$ cat config.mk
export PLATFORM = sky130hd
export DESIGN_NAME = nand_port_adapter
export DESIGN_NICKNAME = d
export VERILOG_FILES = /design/src/rtl/nand_port_pkg.sv /design/src/rtl/nand_reg_decode.sv /design/src/rtl/nand_phase_timer.sv /design/src/rtl/nand_read_gather.sv /design/src/rtl/nand_port_adapter.sv
export SDC_FILE = /design/constraint.sdc
export NUM_CORES = 1
export LEC_CHECK = 0
export CAP_MARGIN = 40
export CORE_AREA = 2 2 98 100
export DETAILED_ROUTE_END_ITERATION = 10
export DIE_AREA = 0 0 100 102
export GPL_TIMING_DRIVEN = 0
export HOLD_SLACK_MARGIN = 0.12
export PLACE_DENSITY = 0.79
export SYNTH_ARGS = -nofsm -noshare
export SYNTH_HDL_FRONTEND = slang
export SYNTH_SLANG_ARGS = --single-unit
$ cat constraint.sdc
create_clock -name clk -period 2.6 [get_ports clk]
set_input_delay 0.78 -clock clk [delete_from_list [all_inputs] [get_ports clk]]
set_output_delay 0.78 -clock clk [all_outputs]
set_load 0.005 [all_outputs]
$ cat src/rtl/nand_port_pkg.sv
package nand_port_pkg;

    typedef enum logic [1:0] {
        RK_CMD   = 2'd0,
        RK_ADDR  = 2'd1,
        RK_DATA  = 2'd2,
        RK_OTHER = 2'd3
    } reg_kind_e;

    typedef enum logic [1:0] {
        ST_IDLE   = 2'd0,
        ST_STROBE = 2'd1,
        ST_GAP    = 2'd2,
        ST_DONE   = 2'd3
    } adp_state_e;

    localparam logic [1:0] SZ_BYTE  = 2'd0;
    localparam logic [1:0] SZ_HALF  = 2'd1;
    localparam logic [1:0] DEV_NAND = 2'b10;
    localparam int         TYPE_LSB = 10;
    localparam int         WIDE_BIT = 12;

    // number of device cycles for an access size and device width
    function automatic logic [2:0] pieces_for(input logic [1:0] size, input logic wide);
        logic [2:0] n;
        if (wide) begin
            n = (size == SZ_BYTE || size == SZ_HALF) ? 3'd1 : 3'd2;
        end else begin
            unique case (size)
                SZ_BYTE: n = 3'd1;
                SZ_HALF: n = 3'd2;
                default: n = 3'd4;
            endcase
        end
        return n;
    endfunction

endpackage

$ cat src/rtl/nand_reg_decode.sv
module nand_reg_decode
    import nand_port_pkg::*;
#(
    parameter int               OFS_W     = 8,
    parameter logic [OFS_W-1:0] CMD_BASE  = 8'h7C,
    parameter logic [OFS_W-1:0] ADDR_BASE = 8'h80,
    parameter logic [OFS_W-1:0] DATA_BASE = 8'h84
) (
    input  logic [OFS_W-1:0] ofs,
    input  logic [1:0]       size,
    output reg_kind_e        kind,
    output logic             narrow_err
);

    localparam int NSLOT = 3;
    localparam logic [OFS_W-1:0] SLOT_BASE [NSLOT] = '{CMD_BASE, ADDR_BASE, DATA_BASE};

    logic [NSLOT-1:0] hit;

    genvar g;
    generate
        for (g = 0; g < NSLOT; g++) begin : g_slot
            assign hit[g] = (ofs[OFS_W-1:2] == SLOT_BASE[g][OFS_W-1:2]);
        end
    endgenerate

    always_comb begin
        if (hit[0])      kind = RK_CMD;
        else if (hit[1]) kind = RK_ADDR;
        else if (hit[2]) kind = RK_DATA;
        else             kind = RK_OTHER;
    end

    assign narrow_err = (size == SZ_BYTE || size == SZ_HALF) && (kind == RK_OTHER);

endmodule

$ cat src/rtl/nand_phase_timer.sv
module nand_phase_timer #(
    parameter int PHASE_CLKS = 2
) (
    input  logic clk,
    input  logic rst_n,
    input  logic run,
    output logic phase_end
);

    localparam int CW = (PHASE_CLKS > 1) ? $clog2(PHASE_CLKS) : 1;
    localparam logic [CW-1:0] LAST = CW'(PHASE_CLKS - 1);

    logic [CW-1:0] cnt_q;

    assign phase_end = run && (cnt_q == LAST);

    always_ff @(posedge clk) begin
        if (!rst_n) begin
            cnt_q <= '0;
        end else if (!run || phase_end) begin
            cnt_q <= '0;
        end else begin
            cnt_q <= cnt_q + 1'b1;
        end
    end

endmodule

$ cat src/rtl/nand_read_gather.sv
module nand_read_gather #(
    parameter int WORD_W = 32,
    parameter int DEV_W  = 16,
    parameter int IDX_W  = 2
) (
    input  logic              clk,
    input  logic              rst_n,
    input  logic              clear,
    input  logic              capture,
    input  logic [IDX_W-1:0]  idx,
    input  logic              wide,
    input  logic              byte_only,
    input  logic [DEV_W-1:0]  din,
    output logic [WORD_W-1:0] word
);

    localparam int NLANE = WORD_W / 8;

    genvar b;
    generate
        for (b = 0; b < NLANE; b++) begin : g_lane
            logic       take;
            logic [7:0] lane_d;
            logic [7:0] lane_q;

            always_comb begin
                if (!wide) begin
                    take   = capture && (int'(idx) == b);
                    lane_d = din[7:0];
                end else if (byte_only) begin
                    take   = capture && (b == 0);
                    lane_d = din[7:0];
                end else begin
                    take   = capture && (int'(idx) == (b / 2));
                    lane_d = ((b % 2) == 0) ? din[7:0] : din[15:8];
                end
            end

            always_ff @(posedge clk) begin
                if (!rst_n || clear) begin
                    lane_q <= 8'h00;
                end else if (take) begin
                    lane_q <= lane_d;
                end
            end

            assign word[8*b +: 8] = lane_q;
        end
    endgenerate

endmodule

$ cat src/rtl/nand_port_adapter.sv
module nand_port_adapter
    import nand_port_pkg::*;
#(
    parameter int               OFS_W       = 8,
    parameter int               WORD_W      = 32,
    parameter int               DEV_W       = 16,
    parameter int               CFG_W       = 32,
    parameter int               STROBE_CLKS = 2,
    parameter logic [OFS_W-1:0] CMD_BASE    = 8'h7C,
    parameter logic [OFS_W-1:0] ADDR_BASE   = 8'h80,
    parameter logic [OFS_W-1:0] DATA_BASE   = 8'h84
) (
    input  logic              clk,
    input  logic              rst_n,
    input  logic              req_valid,
    input  logic              req_write,
    input  logic [OFS_W-1:0]  req_offset,
    input  logic [1:0]        req_size,
    input  logic [WORD_W-1:0] req_wdata,
    input  logic [CFG_W-1:0]  cs_cfg,
    output logic              resp_ready,
    output logic [WORD_W-1:0] resp_rdata,
    output logic              resp_err,
    output logic              nand_cle,
    output logic              nand_ale,
    output logic              nand_wr_stb,
    output logic              nand_rd_stb,
    output logic [DEV_W-1:0]  nand_dout,
    input  logic [DEV_W-1:0]  nand_din
);

    localparam int IDX_W = $clog2(WORD_W / 8);
    localparam int TOT_W = IDX_W + 1;

    adp_state_e        state_q, state_d;
    reg_kind_e         dec_kind, kind_q;
    logic              dec_narrow;
    logic              wr_q, wide_q, byte16_q, err_q;
    logic [IDX_W-1:0]  idx_q;
    logic [TOT_W-1:0]  total_q;
    logic [WORD_W-1:0] wdata_q;
    logic [WORD_W-1:0] gather_word;
    logic [DEV_W-1:0]  piece;
    logic              is_nand, cfg_wide, cfg_unused;
    logic              accept, needs_cycles, busy, phase_end, last_piece;

    // configuration word fields
    assign is_nand    = (cs_cfg[TYPE_LSB +: 2] == DEV_NAND);
    assign cfg_wide   = cs_cfg[WIDE_BIT];
    assign cfg_unused = ^{cs_cfg[CFG_W-1:WIDE_BIT+1], cs_cfg[TYPE_LSB-1:0]};

    nand_reg_decode #(
        .OFS_W    (OFS_W),
        .CMD_BASE (CMD_BASE),
        .ADDR_BASE(ADDR_BASE),
        .DATA_BASE(DATA_BASE)
    ) u_decode (
        .ofs       (req_offset),
        .size      (req_size),
        .kind      (dec_kind),
        .narrow_err(dec_narrow)
    );

    assign accept       = (state_q == ST_IDLE) && req_valid;
    assign needs_cycles = !dec_narrow && (dec_kind != RK_OTHER) && is_nand
                          && (req_write || dec_kind == RK_DATA);
    assign busy         = (state_q == ST_STROBE) || (state_q == ST_GAP);
    assign last_piece   = ({1'b0, idx_q} == (total_q - 1'b1));

    nand_phase_timer #(
        .PHASE_CLKS(STROBE_CLKS)
    ) u_timer (
        .clk      (clk),
        .rst_n    (rst_n),
        .run      (busy),
        .phase_end(phase_end)
    );

    nand_read_gather #(
        .WORD_W(WORD_W),
        .DEV_W (DEV_W),
        .IDX_W (IDX_W)
    ) u_gather (
        .clk      (clk),
        .rst_n    (rst_n),
        .clear    (accept),
        .capture  ((state_q == ST_STROBE) && phase_end && !wr_q),
        .idx      (idx_q),
        .wide     (wide_q),
        .byte_only(byte16_q),
        .din      (nand_din),
        .word     (gather_word)
    );

    // next state
    always_comb begin
        state_d = state_q;
        unique case (state_q)
            ST_IDLE:   if (req_valid) state_d = needs_cycles ? ST_STROBE : ST_DONE;
            ST_STROBE: if (phase_end) state_d = ST_GAP;
            ST_GAP:    if (phase_end) state_d = last_piece ? ST_DONE : ST_STROBE;
            ST_DONE:   state_d = ST_IDLE;
            default:   state_d = ST_IDLE;
        endcase
    end

    // state register
    always_ff @(posedge clk) begin
        if (!rst_n) begin
            state_q <= ST_IDLE;
        end else begin
            state_q <= state_d;
        end
    end

    // request capture and piece index
    always_ff @(posedge clk) begin
        if (!rst_n) begin
            wr_q     <= 1'b0;
            kind_q   <= RK_OTHER;
            wide_q   <= 1'b0;
            byte16_q <= 1'b0;
            err_q    <= 1'b0;
            total_q  <= '0;
            idx_q    <= '0;
            wdata_q  <= '0;
        end else if (accept) begin
            wr_q     <= req_write;
            kind_q   <= dec_kind;
            wide_q   <= cfg_wide;
            byte16_q <= cfg_wide && (req_size == SZ_BYTE);
            err_q    <= dec_narrow;
            total_q  <= TOT_W'(pieces_for(req_size, cfg_wide));
            idx_q    <= '0;
            wdata_q  <= req_wdata;
        end else if ((state_q == ST_GAP) && phase_end && !last_piece) begin
            idx_q    <= idx_q + 1'b1;
        end
    end

    // write piece selection
    always_comb begin
        piece = '0;
        if (wide_q) begin
            piece[15:0] = wdata_q[{idx_q[0], 4'b0000} +: 16];
        end else begin
            piece[7:0]  = wdata_q[{idx_q, 3'b000} +: 8];
        end
    end

    // outputs
    always_comb begin
        nand_wr_stb = (state_q == ST_STROBE) && wr_q;
        nand_rd_stb = (state_q == ST_STROBE) && !wr_q;
        nand_cle    = busy && (kind_q == RK_CMD);
        nand_ale    = busy && (kind_q == RK_ADDR);
        nand_dout   = (busy && wr_q) ? piece : '0;
        resp_ready  = (state_q == ST_DONE);
        resp_err    = (state_q == ST_DONE) && err_q;
        resp_rdata  = (state_q == ST_DONE) ? gather_word : '0;
    end

endmodule

* Yosys cells after proc, flatten, opt, wreduce, memory -nomap -nowiden
Cells that the tools add are included.
** Storage, ports and cells
- Logic and storage cells :: 102
- Output and inout bits :: 54
- Bits in registers :: 78
- Bits of input ports :: 94
** Cells by class
- Reductions and logical operators :: 38
- Muxes and demuxes :: 25
- Eq/ne operators :: 19
- Bitwise gates (word level) :: 1
- Shifts and indexed selects :: 2
- $add $sub $neg :: 3
** Operators by type and width (count)
- $mux W32 :: 1
- $mux W8 :: 4
- $shiftx A32 B6 Y16 :: 1
- $shiftx A32 B6 Y8 :: 1
- $logic_and A1 B1 Y1 :: 21
- $mux W16 :: 1
- $mux W2 :: 8
- $eq A2 B2 Y1 const B :: 7
- $eq A6 B6 Y1 const B :: 2
- $eq A2 B1 Y1 const B :: 4
- $logic_not A2 Y1 :: 4
- $mux W1 :: 8
- $ne A2 B2 Y1 const B :: 4
- $pmux W2 S4 :: 1
- $eq A6 B5 Y1 const B :: 1
- $pmux W3 S2 :: 1
- $logic_not A1 Y1 :: 5
- $logic_or A1 B1 Y1 :: 5
- $reduce_or A2 Y1 :: 2
- $eq A2 B3 Y1 :: 1
- $mux W3 :: 1
- $reduce_and A3 Y1 :: 1
- $sub A3 B1 Y3 const B :: 1
- $add A2 B1 Y2 const B :: 1
- other kinds (2) :: 2

* Longest topological paths before layout
- Depth after elaboration :: 13
- Mapped depth :: 10
- Mapped depth without buffers :: 7

* By module
Synthesis repeated with hierarchy kept, for this count alone.
** Second synthesis, totals
- Cells, all modules :: 455
- Area, all modules :: 4022.6 µm²
** Modules (own cells, without submodules)
- nand_port_adapter :: cells each 317, area an instance 2625.0 µm², sequential area each 900.9 µm², instances 1
- nand_read_gather :: cells each 125, area an instance 1303.8 µm², sequential area each 640.6 µm², instances 1
- nand_reg_decode :: cells each 10, area an instance 57.6 µm², sequential area each 0.0 µm², instances 1
- nand_phase_timer :: cells each 3, area an instance 36.3 µm², sequential area each 20.0 µm², instances 1

* Least setup slack after synthesis
OpenSTA, ideal clock, no wires.
- Kind :: register -> output
- Start :: register idx_q[0]
- End :: output nand_dout[7]
- Data arrival time :: 1.342 ns
- Cell stages (with the launch flop) :: 6
- Path buffers :: 2
- Setup slack :: 0.478 ns
- Cell sequence :: dfxtp_1 buf_4 buf_6 mux4_2 nor2_1 a211oi_1
** Between the ends
- Cells in the longest elaborated chain, start to end :: 3
** RTL lines
- from (decl) :: line nand_port_adapter.sv:39 : logic [IDX_W-1:0] idx_q;
- from (signal assigned) :: line nand_port_adapter.sv:137 : idx_q <= idx_q + 1'b1;
- $shiftx A32 B6 Y8 / $shiftx A32 B6 Y16 (equally long branches) :: line nand_port_adapter.sv:147, nand_port_adapter.sv:145
- $mux W8 (*) :: line nand_port_adapter.sv:144 : if (wide_q) begin
- $mux W16 (*) :: line nand_port_adapter.sv:157 : nand_dout = (busy && wr_q) ? piece : '0;
- to (decl) :: line nand_port_adapter.sv:28 : output logic [DEV_W-1:0] nand_dout,
Every way passes the cells marked *; elsewhere a longest branch is shown, timed or not.

* Worst setup path in the final report
- Start :: register state_q[1]
- End :: output nand_dout[6]
** Between the ends
- Cells in the longest elaborated chain, start to end :: 4
** RTL lines
- from (decl) :: line nand_port_adapter.sv:35 : adp_state_e state_q, state_d;
- from (signal assigned) :: line nand_port_adapter.sv:112 : state_q <= state_d;
- $eq A2 B1 Y1 / $eq A2 B2 Y1 (equally long branches) :: line nand_port_adapter.sv:67 : assign busy = (state_q == ST_STROBE) || (state_q == ST_GAP);
- $logic_or A1 B1 Y1 (*) :: line nand_port_adapter.sv:67
- $logic_and A1 B1 Y1 (*) :: line nand_port_adapter.sv:157
- $mux W16 (*) :: line nand_port_adapter.sv:157
Marks and branches as above.

==> impl_metrics.env <==
export IMPL_leakagePower_uw=0.00217
export IMPL_start_util=0.441
export IMPL_period_minus_slack_ns=2.65
export IMPL_holdCritPathClass="flop to flop"
export IMPL_worstMarginPinSlew_ns=0.602
export IMPL_grt_pass1_vias=3873
export IMPL_post_route_worst_setup_slack_ns=-0.0519
export IMPL_fin_setup_tns_ns=-0.0519
export IMPL_min_period_over_period=1.02
export IMPL_seq_area_frac_synth=0.389
export IMPL_cts_made_buffers=9
export IMPL_place_gp_congestion=0.862
export IMPL_worst_setup_path_type="flop to output port"
export IMPL_n_antenna_cell=0
export IMPL_clk_path_buf_depth=2
export IMPL_synthCells=453
export IMPL_max_stage_delay_ns=0.38
export IMPL_layout_drive_gt1_share=0.186
export IMPL_tritoncts="done"
export IMPL_dieWidth_microns=100
export IMPL_min_path_cells=2
export IMPL_synth_top_area_share=0.389
export IMPL_final_common_cell="clkdlybuf4s50_1"
export IMPL_netlist_area_sq_um=4020
export IMPL_place_ws_ns=-0.209
export IMPL_critPathMaxFanout=8
export IMPL_required_ns=1.82
export IMPL_fin_area_sq_um=5890
export IMPL_syn_area_per_cell_sq_um=8.87
export IMPL_synth_cell_type_count=43
export IMPL_dp_cells=679
export IMPL_clk_latency_ns=0.35
export IMPL_reg2reg_depth=8
export IMPL_cts_root_buf="clkbuf_8"
export IMPL_grt_max_degree=16
export IMPL_final_cell_mix="clkdlybuf4s50_1 (97), nand2_1 (78), dfxtp_1 (75), mux2i_1 (40), nor2_1 (40)"
export IMPL_std_cell_rows=35
export IMPL_ys_warn_count=0
export IMPL_clk_pin_slew_ns=0.08
export IMPL_finalSetupViolCount=1
export IMPL_io_pins=148
export IMPL_core_area_sq_um=9110
export IMPL_ir_worst_vdd_v=0.000282
export IMPL_use_met1=0.284
export IMPL_wl_per_cell_microns=16.7
export IMPL_finalHoldViolations=0
export IMPL_drtIter0Drc=205
export IMPL_reg2reg_from="state_q[0]$_SDFFE_PN0P_"
export IMPL_vias_per_cell=5.31
export IMPL_cpMaxStageDelayCell="dfxtp_4"
export IMPL_htree_levels=3
export IMPL_cap_violations=0
export IMPL_drc=0
export IMPL_hpwlAfterDp_microns=8400
export IMPL_vias=3806
export IMPL_nNetsFinal=705
export IMPL_synth_top_cells_by_area="dfxtp_1 (39%), mux2i_1 (10%), nand2_1 (7.4%)"
export IMPL_status="complete, but fails checks"
export IMPL_p_total_uw=3610
export IMPL_rsz0062_at_grt="yes"
export IMPL_gr_usage_met2=0.436
export IMPL_slew_violations=0
export IMPL_end_kind="output port"
export IMPL_ys_ff_latch=78
export IMPL_synth_edf_count=0
export IMPL_cts_sinks=78
export IMPL_synthArstFlopShare=0
export IMPL_failed_checks="negative setup slack"
export IMPL_met3_usage=0.0376
export IMPL_first_pass_iters=5
export IMPL_grt_pass1_wl_microns=19200
export IMPL_cp_cell_sequence="inv_2 -> ha_4 -> buf_4 -> nand2_4 -> a211oi_2 -> clkdlybuf4s15_1"
export IMPL_synthesis_nets=557
export IMPL_r2r_setup_slack_ns=0.69
export IMPL_r2r_end="kind_q[0]$_SDFFE_PN1P_"
export IMPL_p_per_area_nw_per_um2=612
export IMPL_die_height_microns=102
export IMPL_instances_no_fill=717
export IMPL_min_from="total_q[2]$_SDFFE_PN0P_"
export IMPL_portBuffers=115
export IMPL_synth_top_area_cell="dfxtp_1"
export IMPL_grt_remaining_overflow=0
export IMPL_final_antenna_net_count=0
export IMPL_synthToLayoutAreaGrowth_pct=46.6
export IMPL_placed_cell_area_sq_um=5310
export IMPL_fmax_ghz=0.377
export IMPL_track_usage=0.237
export IMPL_clock_skew_ns=0.00998
export IMPL_grt_busiest_layer="met2"
export IMPL_cp_start_kind="flop"
export IMPL_slew_headroom=0.599
export IMPL_wl_microns=12000
export IMPL_whs_endpoint="total_q[2]$_SDFFE_PN0P_"
export IMPL_arrival_ns=1.87
export IMPL_antenna_found_initial=0
export IMPL_dieArea_sq_um=10200
export IMPL_synth_flop_cell="dfxtp_1"
## what timing repair did
action	4_1_cts	5_1_grt
buffers inserted	14	9
endpoints found under the setup margin	48	47
resized for setup	84	33
pin swaps	13	12
hold buffers	0	0
## registers in the layout, summed over array words and instances, names as in the netlist, 2 cells and up
| name | cells |
|---|---|
| kind_q | 2 |
| wdata_q | 32 |
| u_gather.g_lane.lane_q | 32 |
| state_q | 2 |
| idx_q | 2 |
| total_q | 3 |
## report_power, final
group	switching (uW)	internal [uW]
sequential	133	1330
clock	496	455
combinational	659	528
## cells in the mapped netlist (all sizes together), types with 2 or more instances
cell / n
a211oi: 24
a21boi: 36
a21oi: 7
and2: 35
and3b: 2
buf: 8
clkbuf: 21
dfxtp: 78
ha: 10
inv: 8
mux2i: 42
mux4: 8
nand2: 81
nand2b: 3
nand3: 5
nand3b: 2
nor2: 57
nor2b: 7
nor3: 2
o211a: 2
o21ai: 2
xnor2: 3
## worst max-delay path, delay by kind of cell (launching register included)
family / cells / cell delay (ns)
fa+ha+maj: 1 / 0.30
flops: 1 / 0.38
simple gates: 1 / 0.12
compound gates: 1 / 0.26
buf+inv: 3 / 0.47
## metal layers
layer  part of all wire  vias to the layer above
li1                   -                     1843
met2               0.51                      169
met4              0.011                        0
met1               0.42                     1781
met5                  0                        -
met3              0.063                       13
## worst max path at each step
stage,from,end,cells after the start
floorplan,idx_q[0]$_SDFFE_PP0P_,nand_dout[7],5
global placement,wide_q$_SDFFE_PN0P_,nand_dout[7],5
detailed placement,state_q[0]$_SDFFE_PN0P_,nand_dout[4],5
CTS,state_q[0]$_SDFFE_PN0P_,nand_dout[15],5
global route,state_q[0]$_SDFFE_PN0P_,nand_dout[6],6
finish,state_q[1]$_SDFFE_PN0P_,nand_dout[6],6
## through the flow
step                      hold slack [ns]   util
final                               0.469  0.647
after global routing                0.499  0.647
after CTS                           0.472  0.632
after detailed placement            0.460  0.583
after global placement              0.455  0.583
after floorplan                     0.443      -
## area by class of cell
type	count	area [sq um]
Buffer	28	181
Clock buffer	9	124
Clock inverter	7	80.1
Fill cell	736	3220
Inverter	8	30.0
Multi-Input combinational cell	338	2450
Sequential cell	78	1570
Tap cell	111	139
Timing Repair Buffer	138	1320
## cells by family (layout without fill, tap and decap cells)
group                    after synthesis  after routing  synth area share
flip-flops                            78             78             0.389
AND/OR/NAND/NOR                      197            197             0.230
multiplexers                          50             50             0.149
adder cells (fa/ha/maj)               10             10            0.0311
XOR/XNOR                               4              4           0.00872
AO/OA/AOI/OAI                         77             77             0.149
buffers and inverters                 37            190            0.0430
No activity file was read; power rests on OpenSTA's default activity.
